## config.mk

```make
export PLATFORM = sky130hd
export DESIGN_NAME = dual_alu_hazard_ctl
export DESIGN_NICKNAME = d
export VERILOG_FILES = /design/src/rtl/dah_pkg.sv /design/src/rtl/dah_field_decode.sv /design/src/rtl/dah_fwd_sel.sv /design/src/rtl/dah_stage_pipe.sv /design/src/rtl/dual_alu_hazard_ctl.sv
export SDC_FILE = /design/constraint.sdc
export NUM_CORES = 1
export LEC_CHECK = 0
export BUFFER_PORTS_ARGS = -buffer_cell sky130_fd_sc_hd__buf_4
export CELL_PAD_IN_SITES_DETAIL_PLACEMENT = 1
export CELL_PAD_IN_SITES_GLOBAL_PLACEMENT = 2
export CORE_MARGIN = 2
export CORE_UTILIZATION = 33
export DETAILED_ROUTE_END_ITERATION = 10
export PLACE_DENSITY_LB_ADDON = 0.05
export SETUP_SLACK_MARGIN = 0.05
export SLEW_MARGIN = 0
export SYNTH_ARGS = -nofsm -noshare
export SYNTH_HDL_FRONTEND = slang
export SYNTH_SLANG_ARGS = --single-unit
export TNS_END_PERCENT = 20
```

## constraint.sdc

```tcl
create_clock -name clk -period 4.09 [get_ports clk]
set_input_delay 0.409 -clock clk [delete_from_list [all_inputs] [get_ports clk]]
set_output_delay 0.409 -clock clk [all_outputs]
set_load 0.01 [all_outputs]
```

## src/rtl/dah_pkg.sv

```systemverilog
package dah_pkg;

  typedef enum logic [3:0] {
    OPC_NONE  = 4'd0,
    OPC_ALU   = 4'd1,
    OPC_ALUI  = 4'd2,
    OPC_LOAD  = 4'd3,
    OPC_STORE = 4'd4,
    OPC_BRZ   = 4'd5,
    OPC_JR    = 4'd6,
    OPC_JALR  = 4'd7,
    OPC_J     = 4'd8,
    OPC_JAL   = 4'd9
  } op_class_e;

  typedef enum logic [1:0] {
    SRC_RF  = 2'b00,
    SRC_EX1 = 2'b01,
    SRC_EX2 = 2'b10,
    SRC_WB  = 2'b11
  } src_sel_e;

endpackage

```

## src/rtl/dah_field_decode.sv

```systemverilog
module dah_field_decode
  import dah_pkg::*;
#(
  parameter int REG_W = 5
) (
  input  logic             valid,
  input  op_class_e        cls,
  input  logic [REG_W-1:0] rs,
  input  logic [REG_W-1:0] rt,
  input  logic [REG_W-1:0] rd,
  output logic             rd_rs,
  output logic             rd_rt,
  output logic [REG_W-1:0] wdst,
  output logic             wen,
  output logic             arith
);

  localparam logic [REG_W-1:0] LINK_REG = {REG_W{1'b1}};

  always_comb begin
    rd_rs = 1'b0;
    rd_rt = 1'b0;
    wdst  = '0;
    arith = 1'b0;
    unique case (cls)
      OPC_ALU:   begin rd_rs = 1'b1; rd_rt = 1'b1; wdst = rd; arith = 1'b1; end
      OPC_ALUI:  begin rd_rs = 1'b1; wdst = rt; arith = 1'b1; end
      OPC_LOAD:  begin rd_rs = 1'b1; wdst = rt; end
      OPC_STORE: begin rd_rs = 1'b1; rd_rt = 1'b1; end
      OPC_BRZ:   rd_rs = 1'b1;
      OPC_JR:    rd_rs = 1'b1;
      OPC_JALR:  begin rd_rs = 1'b1; wdst = LINK_REG; end
      OPC_JAL:   wdst = LINK_REG;
      default:   ;
    endcase
    rd_rs = rd_rs & valid;
    rd_rt = rd_rt & valid;
    arith = arith & valid;
    wen   = valid && (wdst != '0);
  end

endmodule

```

## src/rtl/dah_fwd_sel.sv

```systemverilog
module dah_fwd_sel
  import dah_pkg::*;
#(
  parameter int REG_W = 5
) (
  input  logic             used,
  input  logic [REG_W-1:0] src,
  input  logic             ex1_wen,
  input  logic [REG_W-1:0] ex1_dst,
  input  logic             ex2_wen,
  input  logic [REG_W-1:0] ex2_dst,
  input  logic             wb_wen,
  input  logic [REG_W-1:0] wb_dst,
  output src_sel_e         sel
);

  logic live;
  assign live = used && (src != '0);

  always_comb begin
    sel = SRC_RF;
    if (live) begin
      if (ex1_wen && (ex1_dst == src))      sel = SRC_EX1;
      else if (ex2_wen && (ex2_dst == src)) sel = SRC_EX2;
      else if (wb_wen && (wb_dst == src))   sel = SRC_WB;
    end
  end

endmodule

```

## src/rtl/dah_stage_pipe.sv

```systemverilog
module dah_stage_pipe
  import dah_pkg::*;
#(
  parameter int REG_W  = 5,
  parameter int STAGES = 3
) (
  input  logic             clk,
  input  logic             rst,
  input  op_class_e        in_cls,
  input  logic [REG_W-1:0] in_dst,
  input  logic             in_wen,
  input  logic             in_late,
  output op_class_e        st_cls  [STAGES],
  output logic [REG_W-1:0] st_dst  [STAGES],
  output logic             st_wen  [STAGES],
  output logic             st_late [STAGES]
);

  for (genvar s = 0; s < STAGES; s++) begin : g_stage
    op_class_e        nxt_cls;
    logic [REG_W-1:0] nxt_dst;
    logic             nxt_wen;
    logic             nxt_late;

    if (s == 0) begin : g_head
      assign nxt_cls  = in_cls;
      assign nxt_dst  = in_dst;
      assign nxt_wen  = in_wen;
      assign nxt_late = in_late;
    end else begin : g_tail
      assign nxt_cls  = st_cls[s-1];
      assign nxt_dst  = st_dst[s-1];
      assign nxt_wen  = st_wen[s-1];
      assign nxt_late = st_late[s-1];

      assert_late_flag_follows_R10: assert property (@(posedge clk) disable iff (rst)
        st_late[s] == $past(st_late[s-1]));
    end

    always_ff @(posedge clk) begin
      if (rst) begin
        st_cls[s]  <= OPC_NONE;
        st_dst[s]  <= '0;
        st_wen[s]  <= 1'b0;
        st_late[s] <= 1'b0;
      end else begin
        st_cls[s]  <= nxt_cls;
        st_dst[s]  <= nxt_dst;
        st_wen[s]  <= nxt_wen;
        st_late[s] <= nxt_late;
      end
    end
  end

endmodule

```

## src/rtl/dual_alu_hazard_ctl.sv

```systemverilog
module dual_alu_hazard_ctl
  import dah_pkg::*;
#(
  parameter int REG_W = 5
) (
  input  logic             clk,
  input  logic             rst,
  input  logic             dec_valid,
  output logic             dec_ready,
  input  logic [3:0]       dec_cls,
  input  logic [REG_W-1:0] dec_rs,
  input  logic [REG_W-1:0] dec_rt,
  input  logic [REG_W-1:0] dec_rd,
  output logic             stall,
  output logic             dec_alu2,
  output logic [1:0]       sel_a,
  output logic [1:0]       sel_b,
  output logic             ex1_alu2,
  output logic             ex2_alu2
);

  localparam int STAGES = 3;
  localparam int ST_EX1 = 0;
  localparam int ST_EX2 = 1;
  localparam int ST_WB  = 2;
  localparam int N_OPS  = 2;

  op_class_e        cls;
  logic             use_rs, use_rt, wen, arith;
  logic [REG_W-1:0] wdst;

  op_class_e        st_cls  [STAGES];
  logic [REG_W-1:0] st_dst  [STAGES];
  logic             st_wen  [STAGES];
  logic             st_late [STAGES];

  logic [REG_W-1:0] op_src  [N_OPS];
  logic             op_used [N_OPS];
  src_sel_e         op_sel  [N_OPS];
  logic             op_ex1  [N_OPS];

  logic ex1_late_result, dep_ex1, accept;

  assign cls = op_class_e'(dec_cls);

  dah_field_decode #(.REG_W(REG_W)) u_decode (
    .valid (dec_valid),
    .cls   (cls),
    .rs    (dec_rs),
    .rt    (dec_rt),
    .rd    (dec_rd),
    .rd_rs (use_rs),
    .rd_rt (use_rt),
    .wdst  (wdst),
    .wen   (wen),
    .arith (arith)
  );

  assign op_src[0]  = dec_rs;
  assign op_src[1]  = dec_rt;
  assign op_used[0] = use_rs;
  assign op_used[1] = use_rt;

  for (genvar k = 0; k < N_OPS; k++) begin : g_op
    dah_fwd_sel #(.REG_W(REG_W)) u_sel (
      .used    (op_used[k]),
      .src     (op_src[k]),
      .ex1_wen (st_wen[ST_EX1]),
      .ex1_dst (st_dst[ST_EX1]),
      .ex2_wen (st_wen[ST_EX2]),
      .ex2_dst (st_dst[ST_EX2]),
      .wb_wen  (st_wen[ST_WB]),
      .wb_dst  (st_dst[ST_WB]),
      .sel     (op_sel[k])
    );
    assign op_ex1[k] = (op_sel[k] == SRC_EX1);
  end

  // A stage-3 result that only exists at the end of stage 4 cannot be used
  // by either placement of the decode instruction.
  assign ex1_late_result = (st_cls[ST_EX1] == OPC_LOAD) || st_late[ST_EX1];
  assign dep_ex1         = op_ex1[0] || op_ex1[1];

  assign stall     = dep_ex1 && ex1_late_result;
  assign dec_ready = !stall;
  assign dec_alu2  = arith && dep_ex1 && !stall;
  assign accept    = dec_valid && !stall;

  assign sel_a = op_sel[0];
  assign sel_b = op_sel[1];

  dah_stage_pipe #(.REG_W(REG_W), .STAGES(STAGES)) u_pipe (
    .clk     (clk),
    .rst     (rst),
    .in_cls  (accept ? cls : OPC_NONE),
    .in_dst  (accept ? wdst : '0),
    .in_wen  (accept && wen),
    .in_late (dec_alu2),
    .st_cls  (st_cls),
    .st_dst  (st_dst),
    .st_wen  (st_wen),
    .st_late (st_late)
  );

  assign ex1_alu2 = st_late[ST_EX1];
  assign ex2_alu2 = st_late[ST_EX2];

  assert_bubble_after_stall_R9: assert property (@(posedge clk) disable iff (rst)
    stall |=> (!st_wen[ST_EX1] && !st_late[ST_EX1] && st_cls[ST_EX1] == OPC_NONE));

  assert_late_only_arith_R5: assert property (@(posedge clk) disable iff (rst)
    dec_alu2 |-> (cls == OPC_ALU || cls == OPC_ALUI));

  assert_stall_has_cause_R6: assert property (@(posedge clk) disable iff (rst)
    stall |-> (dec_valid && st_wen[ST_EX1] &&
               (st_cls[ST_EX1] == OPC_LOAD || st_late[ST_EX1])));

  assert_no_late_with_stall_R4: assert property (@(posedge clk) disable iff (rst)
    !(stall && dec_alu2));

  assert_idle_quiet_R11: assert property (@(posedge clk) disable iff (rst)
    !dec_valid |-> (!stall && !dec_alu2 && sel_a == 2'b00 && sel_b == 2'b00));

endmodule

```

==> results.toml, run 1 <==
[timing]
fmax_ghz = 0.4345
skew_ns = 0.008039
setup_violations = 0
setup_repair_after_global_routing_missed_its_margin = "no"
relSlewSlack = 0.6688
setup_tns_ns = 0
timing.hold.ws_ns = 0.4103
timing.final.hold_violations = 0
drv_slew = 0
timing.final.crit_share = 0.5627
slew_at_the_pin_closest_to_its_max_slew_limit_ns = 0.4923
final_period_minus_worst_setup_slack_ns = 2.301

[run_status]
status = "finished clean"

[critical_path]
kind_of_critical_path = "input pin to output pin"
worstPathRequired_ns = 3.68
worst_ep_arrival_time_ns = 1.89
crit_path_top_delay_cell = "or4_1"
crit_chain = "buf_4, or4_1, o2111ai_2, nor3_1, nor2_1, or2_1, buf_4"
crit_path_max_incr_delay_ns = 0.53
crit_buf_inv = 2
worstSetupEndpointType = "output pin"
reg2reg_setup_slack_ns = 2.51
crit_path_frequent_cell = "buf_4"
cp-start-kind = "input pin"
critical-path-top-delay-family = "simple AND/OR/NAND/NOR gates"
crit_fanout = 5

[layout]
final_nets = 200
area_growth_pct = 24.21
drive_gt1_frac = 0.2273
layout_common_cells = "buf_4 (30), dfxtp_1 (24), xor2_1 (17)"
diodes = 0
utilization = 0.4354
layout_commonest_cell = "buf_4"
post-route-cell-area_mm2 = 0.001618

[synthesis]
syn_area_mm2 = 0.001302
synth_warnings = 0
yosysSeqAreaShare = 0.3689
yosys.cell_types.count = 29
post-synth-top-area-cell = "dfxtp_1"
synth-seq-cells = 24
yosys-top-cells-area = "dfxtp_1 (37%), xor2_1 (11%), xnor2_1 (10%)"
synth_nets = 168
yosys.area.top_type_share = 0.3689
post_synth_inst_count = 146
avgSynthCellArea_um2 = 8.921

[routing]
vias = 1120
drtPass1Iterations = 4
wl_per_cell_um = 14.85
drc = 0
initialDrtViolationCount = 47
detail_route.wirelength_um = 3326
vias_per_std_cell = 5.000
antenna_violating_nets_post_route = 0

[floorplanning]
placementRows = 22
die_area_mm2 = 0.004466
die_width_um = 66.83
core_mm2 = 0.003716
starting_utilization_of_the_core_area = 0.3505
pin_count = 31
die_height_um = 66.83

[placed_design]
io_buffer_count = 30
gpl.final_weighted_congestion = 0.7678
place.detailed.hpwl_um = 2788
postPlaceCellArea_mm2 = 0.001577

[clock_network]
h-tree-depth = 1
numCtsBuffers = 3
post_cts.repair.setup_buffers = 0
clkSinkCount = 24
cts.repair.resized = 0
cts.hold.buffers_added = 0
clkSlewWorstSetupHoldPaths_ns = 0.09
clock_tree_from_tritoncts = "built"
cts_root_buffer = "clkbuf_8"
clk-insertion-delay-late_ns = 0.26
cts-root-to-sink-buffers = 2

[worst_hold_path]
hp-class = "input pin to flip-flop"

[power]
worst_case_vdd_ir_drop_mv = 0.09863
power_density_mw_per_mm2 = 282.0
static-leakage-power_nw = 0.6335
total_power_mw = 0.4562

[grt]
grt_max_degree = 15
first_global_vias = 1181
antenna_found_initial = 0
track_usage = 0.1654
grt_first_pass_wirelength_um = 5499
overflow = 0

[run]
drv_cap = 0
==> worst paths after layout <==
path / from / to / cells past startpoint
max: dec_rt[0] / dec_ready / 7
min: dec_cls[3] / u_pipe.g_stage[1].nxt_cls[3] / 2
max reg2reg: u_pipe.g_stage[1].nxt_cls[3] / u_pipe.g_stage[1].nxt_dst[2] / 5
min reg2reg: u_pipe.g_stage[1].nxt_late / u_pipe.g_stage[2].nxt_late / 1
==> synthesized netlist by cell type <==
| cell | number |
|---|---|
| or3_1 | 1 |
| clkbuf_1 | 3 |
| nand3_1 | 2 |
| o22ai_1 | 5 |
| and2_1 | 10 |
| and3_1 | 2 |
| o21a_1 | 1 |
| o21ai_0 | 5 |
| nor2_2 | 2 |
| xnor2_1 | 15 |
| a221oi_4 | 1 |
| nor3_1 | 6 |
| nor2_1 | 8 |
| nor2b_1 | 16 |
| o211ai_2 | 1 |
| a31oi_1 | 2 |
| nand2b_1 | 2 |
| nand4_1 | 2 |
| nor4_1 | 4 |
| inv_1 | 1 |
| inv_2 | 1 |
| a21oi_1 | 7 |
| nand2_1 | 3 |
| xor2_1 | 17 |
| or2_1 | 1 |
| or4_4 | 1 |
| or4_1 | 2 |
| dfxtp_1 | 24 |
| o2111ai_2 | 1 |
==> flip-flops by register name, indices dropped and copies added, names as in the netlist <==
register                 flops
u_pipe.g_stage.nxt_late      2
u_pipe.g_stage.nxt_wen       2
u_pipe.st_wen                1
u_pipe.st_dst                5
u_pipe.g_stage.nxt_dst      10
u_pipe.g_stage.nxt_cls       4
==> final cells by class <==
class	instances	area, µm²
Multi-Input combinational cell	117	803.3
Clock buffer	3	41.29
Sequential cell	24	480.5
Fill cell	459	2098
Inverter	2	7.507
Tap cell	48	60.06
Timing Repair Buffer	30	225.2
==> per-stage QoR <==
stage / std cells / setup WS, ns
2_1_floorplan: 146 / 2.082
3_3_place_gp: 221 / 1.799
3_5_place_dp: 221 / 1.767
4_1_cts: 224 / 1.764
5_1_grt: 224 / 1.666
6_report: 224 / 1.789
==> worst reg2reg max path, stage by stage, from the launching register on <==
cell,delay (ns)
dfxtp_1,0.32
nor2_1,0.04
a31oi_1,0.40
nor2_2,0.09
a221oi_4,0.47
and2_1,0.20
==> metal layers <==
metal | vias up | routed length, µm | track usage
met2 | 20 | 1663 | 0.2950
met1 | 539 | 1529 | 0.2025
met3 | 2 | 116 | 0.02872
met4 | 0 | 17 | 0.04592
li1 | 559 | - | -
met5 | - | 0 | 0
==> logic make-up (layout without fill, tap and decap cells) <==
| group | after synthesis | count (layout) | share of synthesized area |
|---|---|---|---|
| AOI/OAI and AO/OA | 23 | 23 | 0.1268 |
| DFF | 24 | 24 | 0.3689 |
| and+or+nand+nor | 62 | 62 | 0.2747 |
| buffers and inverters | 5 | 35 | 0.01440 |
| xor gates and xnor gates | 32 | 32 | 0.2152 |
==> report_power, final <==
group / total, mW / internal, mW / switching [mW]
Clock: 0.137 / 0.0658 / 0.0717
Sequential: 0.244 / 0.239 / 0.00450
Combinational: 0.0751 / 0.0367 / 0.0384
Total: 0.456 / 0.342 / 0.115
(Power assumes the default switching activity.)
==> inputs of run 2 (changes only) <==
--- a/config.mk
+++ b/config.mk
@@ -5,11 +5,12 @@
 export SDC_FILE = /design/constraint.sdc
 export NUM_CORES = 1
 export LEC_CHECK = 0
+export ABC_AREA = 1
 export BUFFER_PORTS_ARGS = -buffer_cell sky130_fd_sc_hd__buf_4
 export CELL_PAD_IN_SITES_DETAIL_PLACEMENT = 1
 export CELL_PAD_IN_SITES_GLOBAL_PLACEMENT = 2
 export CORE_MARGIN = 2
-export CORE_UTILIZATION = 33
+export CORE_UTILIZATION = 27
 export DETAILED_ROUTE_END_ITERATION = 10
 export PLACE_DENSITY_LB_ADDON = 0.05
 export SETUP_SLACK_MARGIN = 0.05
==> constraint.sdc (replaced) <==
create_clock -name clk -period 2.2 [get_ports clk]
set_input_delay 0.22 -clock clk [delete_from_list [all_inputs] [get_ports clk]]
set_output_delay 0.22 -clock clk [all_outputs]
set_load 0.01 [all_outputs]
==> run 2 against run 1 <==
  * Die area is 27% higher
  * Sequential share of layout area down 1.8 points
  * Critical endpoint is now dec_alu2
  * Hold slack worse by 0.19 ns
  * Synthesized cell count up 51%
  * Largest power group unchanged
  * First-iteration DRC count is 49% higher
  * Sequential power increased by 85%
  * Via count increased by 28%
  * Register-to-register slack worse by 1.7 ns
  * Core utilization is 7.8 points lower
  * Global-route usage hardly changed
  * Critical path type is now flip-flop to output pin
==> results.toml, run 2 <==
[timing]
relSlewSlack = 0.8147
fmax_ghz = 0.5468
skew_ns = 0.008817
final_period_minus_worst_setup_slack_ns = 1.829
setup_tns_ns = 0
setup_repair_after_global_routing_missed_its_margin = "no"
setup_violations = 0
drv_slew = 0
setup_slack_ns = 0.3713
timing.final.hold_violations = 0
timing.final.crit_share = 0.8312
slew_at_the_pin_closest_to_its_max_slew_limit_ns = 0.2759

[layout]
fillers = 667
largest_reg_flops = 10
post-route-cell-area_mm2 = 0.001719
utilization = 0.3569
final_nets = 277
layout_common_cells = "nor2_1 (50), nand2_1 (44), inv_1 (41)"
drive_gt1_frac = 0.1621
diodes = 0
layout_commonest_cell = "nor2_1"
area_growth_pct = 25.25
finish.cell_count_without_fillers = 320

[routing]
detail_route.wirelength_um = 4256
drc = 0
vias_per_std_cell = 4.494
initialDrtViolationCount = 70
drtPass1Iterations = 4
wl_per_cell_um = 13.30
antenna_violating_nets_post_route = 0
vias = 1438

[power]
power.net_switching_mw = 0.2446
power_density_mw_per_mm2 = 507.3
p_sw_frac = 0.2804
internal_power_mw = 0.6276
static-leakage-power_nw = 0.8517
clock_power_share = 0.309
power.share.sequential = 0.519
pwr-share-comb = 0.172
worst_case_vdd_ir_drop_mv = 0.2061

[synthesis]
synth_enable_flop_cells = 0
yosys.cell_types.count = 24
post-synth-top-area-cell = "dfxtp_1"
synth.mux.area_fraction = 0
yosys.area.top_type_share = 0.3500
post-synth-top-count-cell = "nor2_1"
synthAdderAreaFrac = 0
synth-seq-cells = 24
yosys_most_used_dff = "dfxtp_1"
synth_nets = 243
yosys-top-cells-area = "dfxtp_1 (35%), nor2_1 (14%), nand2_1 (12%)"
avgSynthCellArea_um2 = 6.211
synth-compound-area-share = 0.1039
synth-simple-area-share = 0.3965
synth_xor_xnor_area_share = 0.03191
synth_top_cells_by_count = "nor2_1 (50), nand2_1 (44), inv_1 (41)"
synth_warnings = 0
largest_family_of_logic_cells_by_synthesized_area = "simple AND/OR/NAND/NOR gates"
syn_area_mm2 = 0.001373
asyncSetResetFlopFracSynth = 0
yosysSeqAreaShare = 0.3500
post_synth_inst_count = 221

[grt]
first_global_vias = 1412
antenna_found_initial = 0
overflow = 0
grt_max_degree = 16
grt_first_pass_wirelength_um = 6941
track_usage = 0.1655

[clock_network]
numCtsBuffers = 3
cts-root-to-sink-buffers = 2
clkSlewWorstSetupHoldPaths_ns = 0.09
post_cts.repair.setup_buffers = 0
clk-insertion-delay-late_ns = 0.27
cts_root_buffer = "clkbuf_8"
cts.repair.resized = 0
h-tree-depth = 1
cts.hold.buffers_added = 0
clock_tree_from_tritoncts = "built"
clkSinkCount = 24

[placed_design]
placedCellCount = 317
place.detailed.hpwl_um = 3550
post_place_setup_slack_ns = 0.5471
postPlaceCellArea_mm2 = 0.001678
gpl.final_weighted_congestion = 0.7548
io_buffer_count = 30

[floorplanning]
starting_utilization_of_the_core_area = 0.2849
die_width_um = 75.30
die_area_mm2 = 0.005670
placementRows = 25
core_mm2 = 0.004817
pin_count = 31
die_height_um = 75.30

[critical_path]
reg2reg_setup_slack_ns = 0.80
worstPathRequired_ns = 1.98
worst_ep_arrival_time_ns = 1.61
crit_path_top_delay_cell = "dfxtp_1"
rr_startpoint = "u_pipe.g_stage[1].nxt_dst[0]"
regToRegEndpoint = "u_pipe.g_stage[1].nxt_dst[4]"
rr_worst_depth = 9
crit_chain = "inv_1, nand2_1, nand3_1, nor2_1, nand3_1, nand2_2, nand4_1, inv_1, buf_4"
crit_path_max_incr_delay_ns = 0.40
crit_fanout = 4
worstSetupEndpointType = "output pin"
cp-start-kind = "flip-flop"
critical-path-top-delay-family = "simple AND/OR/NAND/NOR gates"
crit_buf_inv = 3
kind_of_critical_path = "flip-flop to output pin"

[worst_hold_path]
hold-path-cell-count = 3
hp-start = "dec_cls[3]"
hp-class = "input pin to flip-flop"
worst_hold_path.endpoint = "u_pipe.g_stage[1].nxt_cls[3]"

[run_status]
status = "finished clean"

[run]
drv_cap = 0
## run 2: changes by cell type in the layout (fill, tap and decap cells not counted), moves of 9 or more
cell     delta
and2_1      -9
inv_1      +40
nand2_1    +41
nand3_1    +11
nor2_1     +42
nor2b_1    -16
xnor2_1    -14
xor2_1     -13
## run 2: cell type report
type / count / area [µm²] / share of cell area
multi-input combinational: 154 / 730.7 / 0.4250
clock buffer: 3 / 41.29 / 0.02402
sequential: 24 / 480.5 / 0.2795
tap: 67 / 83.83 / 0.04876
inverter: 42 / 157.7 / 0.09170
timing repair buffer: 30 / 225.2 / 0.1310
## run 2: how the worst max path moves through the flow
stage	startpoint	endpoint	slack [ns]	cells after the start
2_1_floorplan	dec_cls[2]	dec_alu2	0.92	8
3_3_place_gp	dec_cls[2]	dec_alu2	0.56	10
3_5_place_dp	dec_cls[2]	dec_alu2	0.55	10
4_1_cts	u_pipe.g_stage[1].nxt_dst[0]	dec_alu2	0.34	9
5_1_grt	u_pipe.g_stage[1].nxt_dst[0]	dec_alu2	0.13	9
6_report	u_pipe.g_stage[1].nxt_dst[0]	dec_alu2	0.37	9
## run 2: worst reg2reg max path, stage by stage, from the launching register on
cell and delay, ns:
dfxtp_1 0.40, inv_1 0.08, nand2_1 0.06, nand3_1 0.09, nor2_1 0.13, nand3_1 0.15
nand2_2 0.13, nand2_4 0.06, nand3_4 0.11, nor2_1 0.06
## run 2: power by group through the flow
stage | combinational, mW | clock (mW) | sequential, mW
detailed placement | 0.152 | 0 | 0.463
global route | 0.172 | 0.303 | 0.454
floorplan | 0.0794 | 0 | 0.460
global placement | 0.153 | 0 | 0.463
CTS | 0.153 | 0.278 | 0.453
finish | 0.150 | 0.270 | 0.452
## run 2: layer usage
layer  track usage  wire (µm)  vias to the layer above
li1              -          -                      750
met2        0.2841       2026                       28
met5             0          0                        -
met1        0.2165       2046                      655
met3       0.01587        119                        5
met4       0.05848         64                        0
## run 2: logic make-up after synthesis
kind of cell,after synthesis
buffers and inverters,43
XOR/XNOR,5
AO/OA/AOI/OAI,25
AND/OR/NAND/NOR,124
flip-flops,24
## run 2: stage by stage
step | power [mW] | hold WS, ns
after floorplan | 0.5393 | 0.2915
after global placement | 0.6162 | 0.4605
after detailed placement | 0.6150 | 0.4618
after CTS | 0.8839 | 0.2116
after global routing | 0.9284 | 0.2173
final | 0.8722 | 0.2168
==> inputs of run 3 (changes only) <==
==> constraint.sdc (replaced) <==
create_clock -name clk -period 1.7 [get_ports clk]
set_input_delay 0.17 -clock clk [delete_from_list [all_inputs] [get_ports clk]]
set_output_delay 0.17 -clock clk [all_outputs]
set_load 0.01 [all_outputs]
==> run 3 against run 2 <==
  * Clock-buffer cell count grew 1
  * Critical path depth rose by 4
  * Combinational power rose by 43%
  * Sequential power up 29%
  * Sequential share of layout area decreased by 1.9 points
  * Setup slack worse by 0.34 ns
  * Largest cell class unchanged
  * Largest power group unchanged
  * Highest routed layer unchanged
==> results.toml, run 3 (same netlist as run 2, synthesis figures left out) <==
[grt]
grt_first_pass_wirelength_um = 7334
grt_max_degree = 16
track_usage = 0.1730
antenna_found_initial = 0
first_global_vias = 1513
overflow = 0

[critical_path]
crit_path_end = "u_pipe.g_stage[1].nxt_late"
regToRegEndpoint = "u_pipe.g_stage[1].nxt_late"
worstSetupEndpointType = "flip-flop"
worstPathRequired_ns = 1.91
crit_path_top_delay_cell = "dfxtp_2"
crit_chain = "inv_2, nand2_1, nand2_1, nand3_2, nor2_4, nand3_2, nand2_2, nand4_1, buf_4, buf_4, buf_4, buf_4, nor2_1"
rr_worst_depth = 13
cp-start-kind = "flip-flop"
worst_setup_path_startpoint = "u_pipe.g_stage[1].nxt_dst[2]"
reg2reg_setup_slack_ns = 0.03
crit_fanout = 3
rr_startpoint = "u_pipe.g_stage[1].nxt_dst[2]"
worst_ep_arrival_time_ns = 1.89
crit_path_frequent_cell = "buf_4"
kind_of_critical_path = "flip-flop to flip-flop"
crit_path_max_incr_delay_ns = 0.34

[routing]
antenna_violating_nets_post_route = 0
vias_per_std_cell = 4.450
detail_route.wirelength_um = 4555
wl_per_cell_um = 13.76
drc = 0
met3WireLength_um = 93
drtPass1Iterations = 4
met2_wirelength_um = 2211
maxUsedRoutingLayer = "met4"
vias = 1473
route.layer.met1.wl_um = 2216
initialDrtViolationCount = 65

[floorplanning]
pin_count = 31
die_area_mm2 = 0.005670
die_width_um = 75.30
starting_utilization_of_the_core_area = 0.2849
core_mm2 = 0.004817
die_height_um = 75.30
placementRows = 25

[timing]
timing.final.crit_share = 0.9844
timing.final.hold_violations = 0
slew_at_the_pin_closest_to_its_max_slew_limit_ns = 0.2809
setup_repair_after_global_routing_missed_its_margin = "yes"
final_period_minus_worst_setup_slack_ns = 1.674
setup_violations = 0
fmax_ghz = 0.5975
relSlewSlack = 0.8113
skew_ns = 0.003005
drv_slew = 0

[run]
drv_cap = 0

[worst_hold_path]
hp-class = "input pin to flip-flop"
hp-start = "dec_cls[3]"

[clock_network]
cts.hold.buffers_added = 0
clkSlewWorstSetupHoldPaths_ns = 0.09
cts_root_buffer = "clkbuf_8"
clock_tree_from_tritoncts = "built"
clkSinkCount = 24
h-tree-depth = 1
numCtsBuffers = 3
clk-insertion-delay-late_ns = 0.27
cts-root-to-sink-buffers = 2

[run_status]
status = "finished clean"

[layout]
layout_common_cells = "nor2_1 (46), nand2_1 (42), buf_4 (38)"
post-route-cell-area_mm2 = 0.001881
drive_gt1_frac = 0.2841
diodes = 0
final_nets = 287
area_growth_pct = 37.01
largest_reg_flops = 10
utilization = 0.3904
layout_commonest_cell = "nor2_1"

[power]
static-leakage-power_nw = 0.9146
worst_case_vdd_ir_drop_mv = 0.2516
total_power_mw = 1.194
power_density_mw_per_mm2 = 635.0

[placed_design]
io_buffer_count = 30
place.detailed.hpwl_um = 3692
gpl.final_weighted_congestion = 0.9066
postPlaceCellArea_mm2 = 0.001685
-- run 3: worst min path at each step --
stage / slack [ns] / endpoint / cells after the start
4_1_cts: 0.15 / u_pipe.g_stage[1].nxt_cls[3] / 3
3_5_place_dp: 0.44 / u_pipe.g_stage[1].nxt_cls[3] / 3
3_3_place_gp: 0.44 / u_pipe.g_stage[1].nxt_cls[3] / 3
6_report: 0.15 / u_pipe.g_stage[1].nxt_cls[3] / 3
5_1_grt: 0.17 / u_pipe.g_stage[1].nxt_cls[3] / 3
2_1_floorplan: 0.24 / u_pipe.st_dst[4] / 1
-- run 3: power breakdown --
group          total, mW  switching, mW  internal, mW  leakage, nW
Sequential         0.585        0.00899         0.576        0.197
Combinational      0.215          0.130        0.0854        0.688
Clock              0.394          0.187         0.207       0.0288
-- run 3: worst max-delay path, delay by kind of cell (launching register included) --
kind / cells / cell delay (ns)
buf+inv: 5 / 0.57
simple gates: 8 / 0.71
flops: 1 / 0.34
-- run 3: timing repair --
action                                  4_1_cts  5_1_grt
setup buffers                                 7        2
pin swaps                                     5        7
hold endpoints to repair                      0        0
endpoints found under the setup margin        6        8
gates resized for setup                      12       18
-- run 3: layer usage --
metal | GRT usage | up-vias
met5 | 0 | -
met4 | 0.04678 | 0
met3 | 0.01587 | 2
met2 | 0.2986 | 25
met1 | 0.2313 | 676
li1 | - | 770
-- run 3: final cells by class --
cell class                 count  area (µm²)
inverter                      42       157.7
clock buffer                   4       55.05
tap                           67       83.83
timing repair buffer          40       307.8
fill                         656        2937
sequential                    24       489.2
multi-input combinational    154       787.0
-- run 3: stage by stage --
stage | hold WS, ns | setup TNS [ns] | cells | setup WS, ns
2_1_floorplan | 0.2415 | 0 | 221 | 0.5090
6_report | 0.1541 | 0 | 331 | 0.02647
3_3_place_gp | 0.4431 | 0 | 318 | 0.1976
4_1_cts | 0.1491 | 0 | 329 | 0.01901
3_5_place_dp | 0.4446 | 0 | 318 | 0.1817
5_1_grt | 0.1704 | -0.3102 | 331 | -0.1172
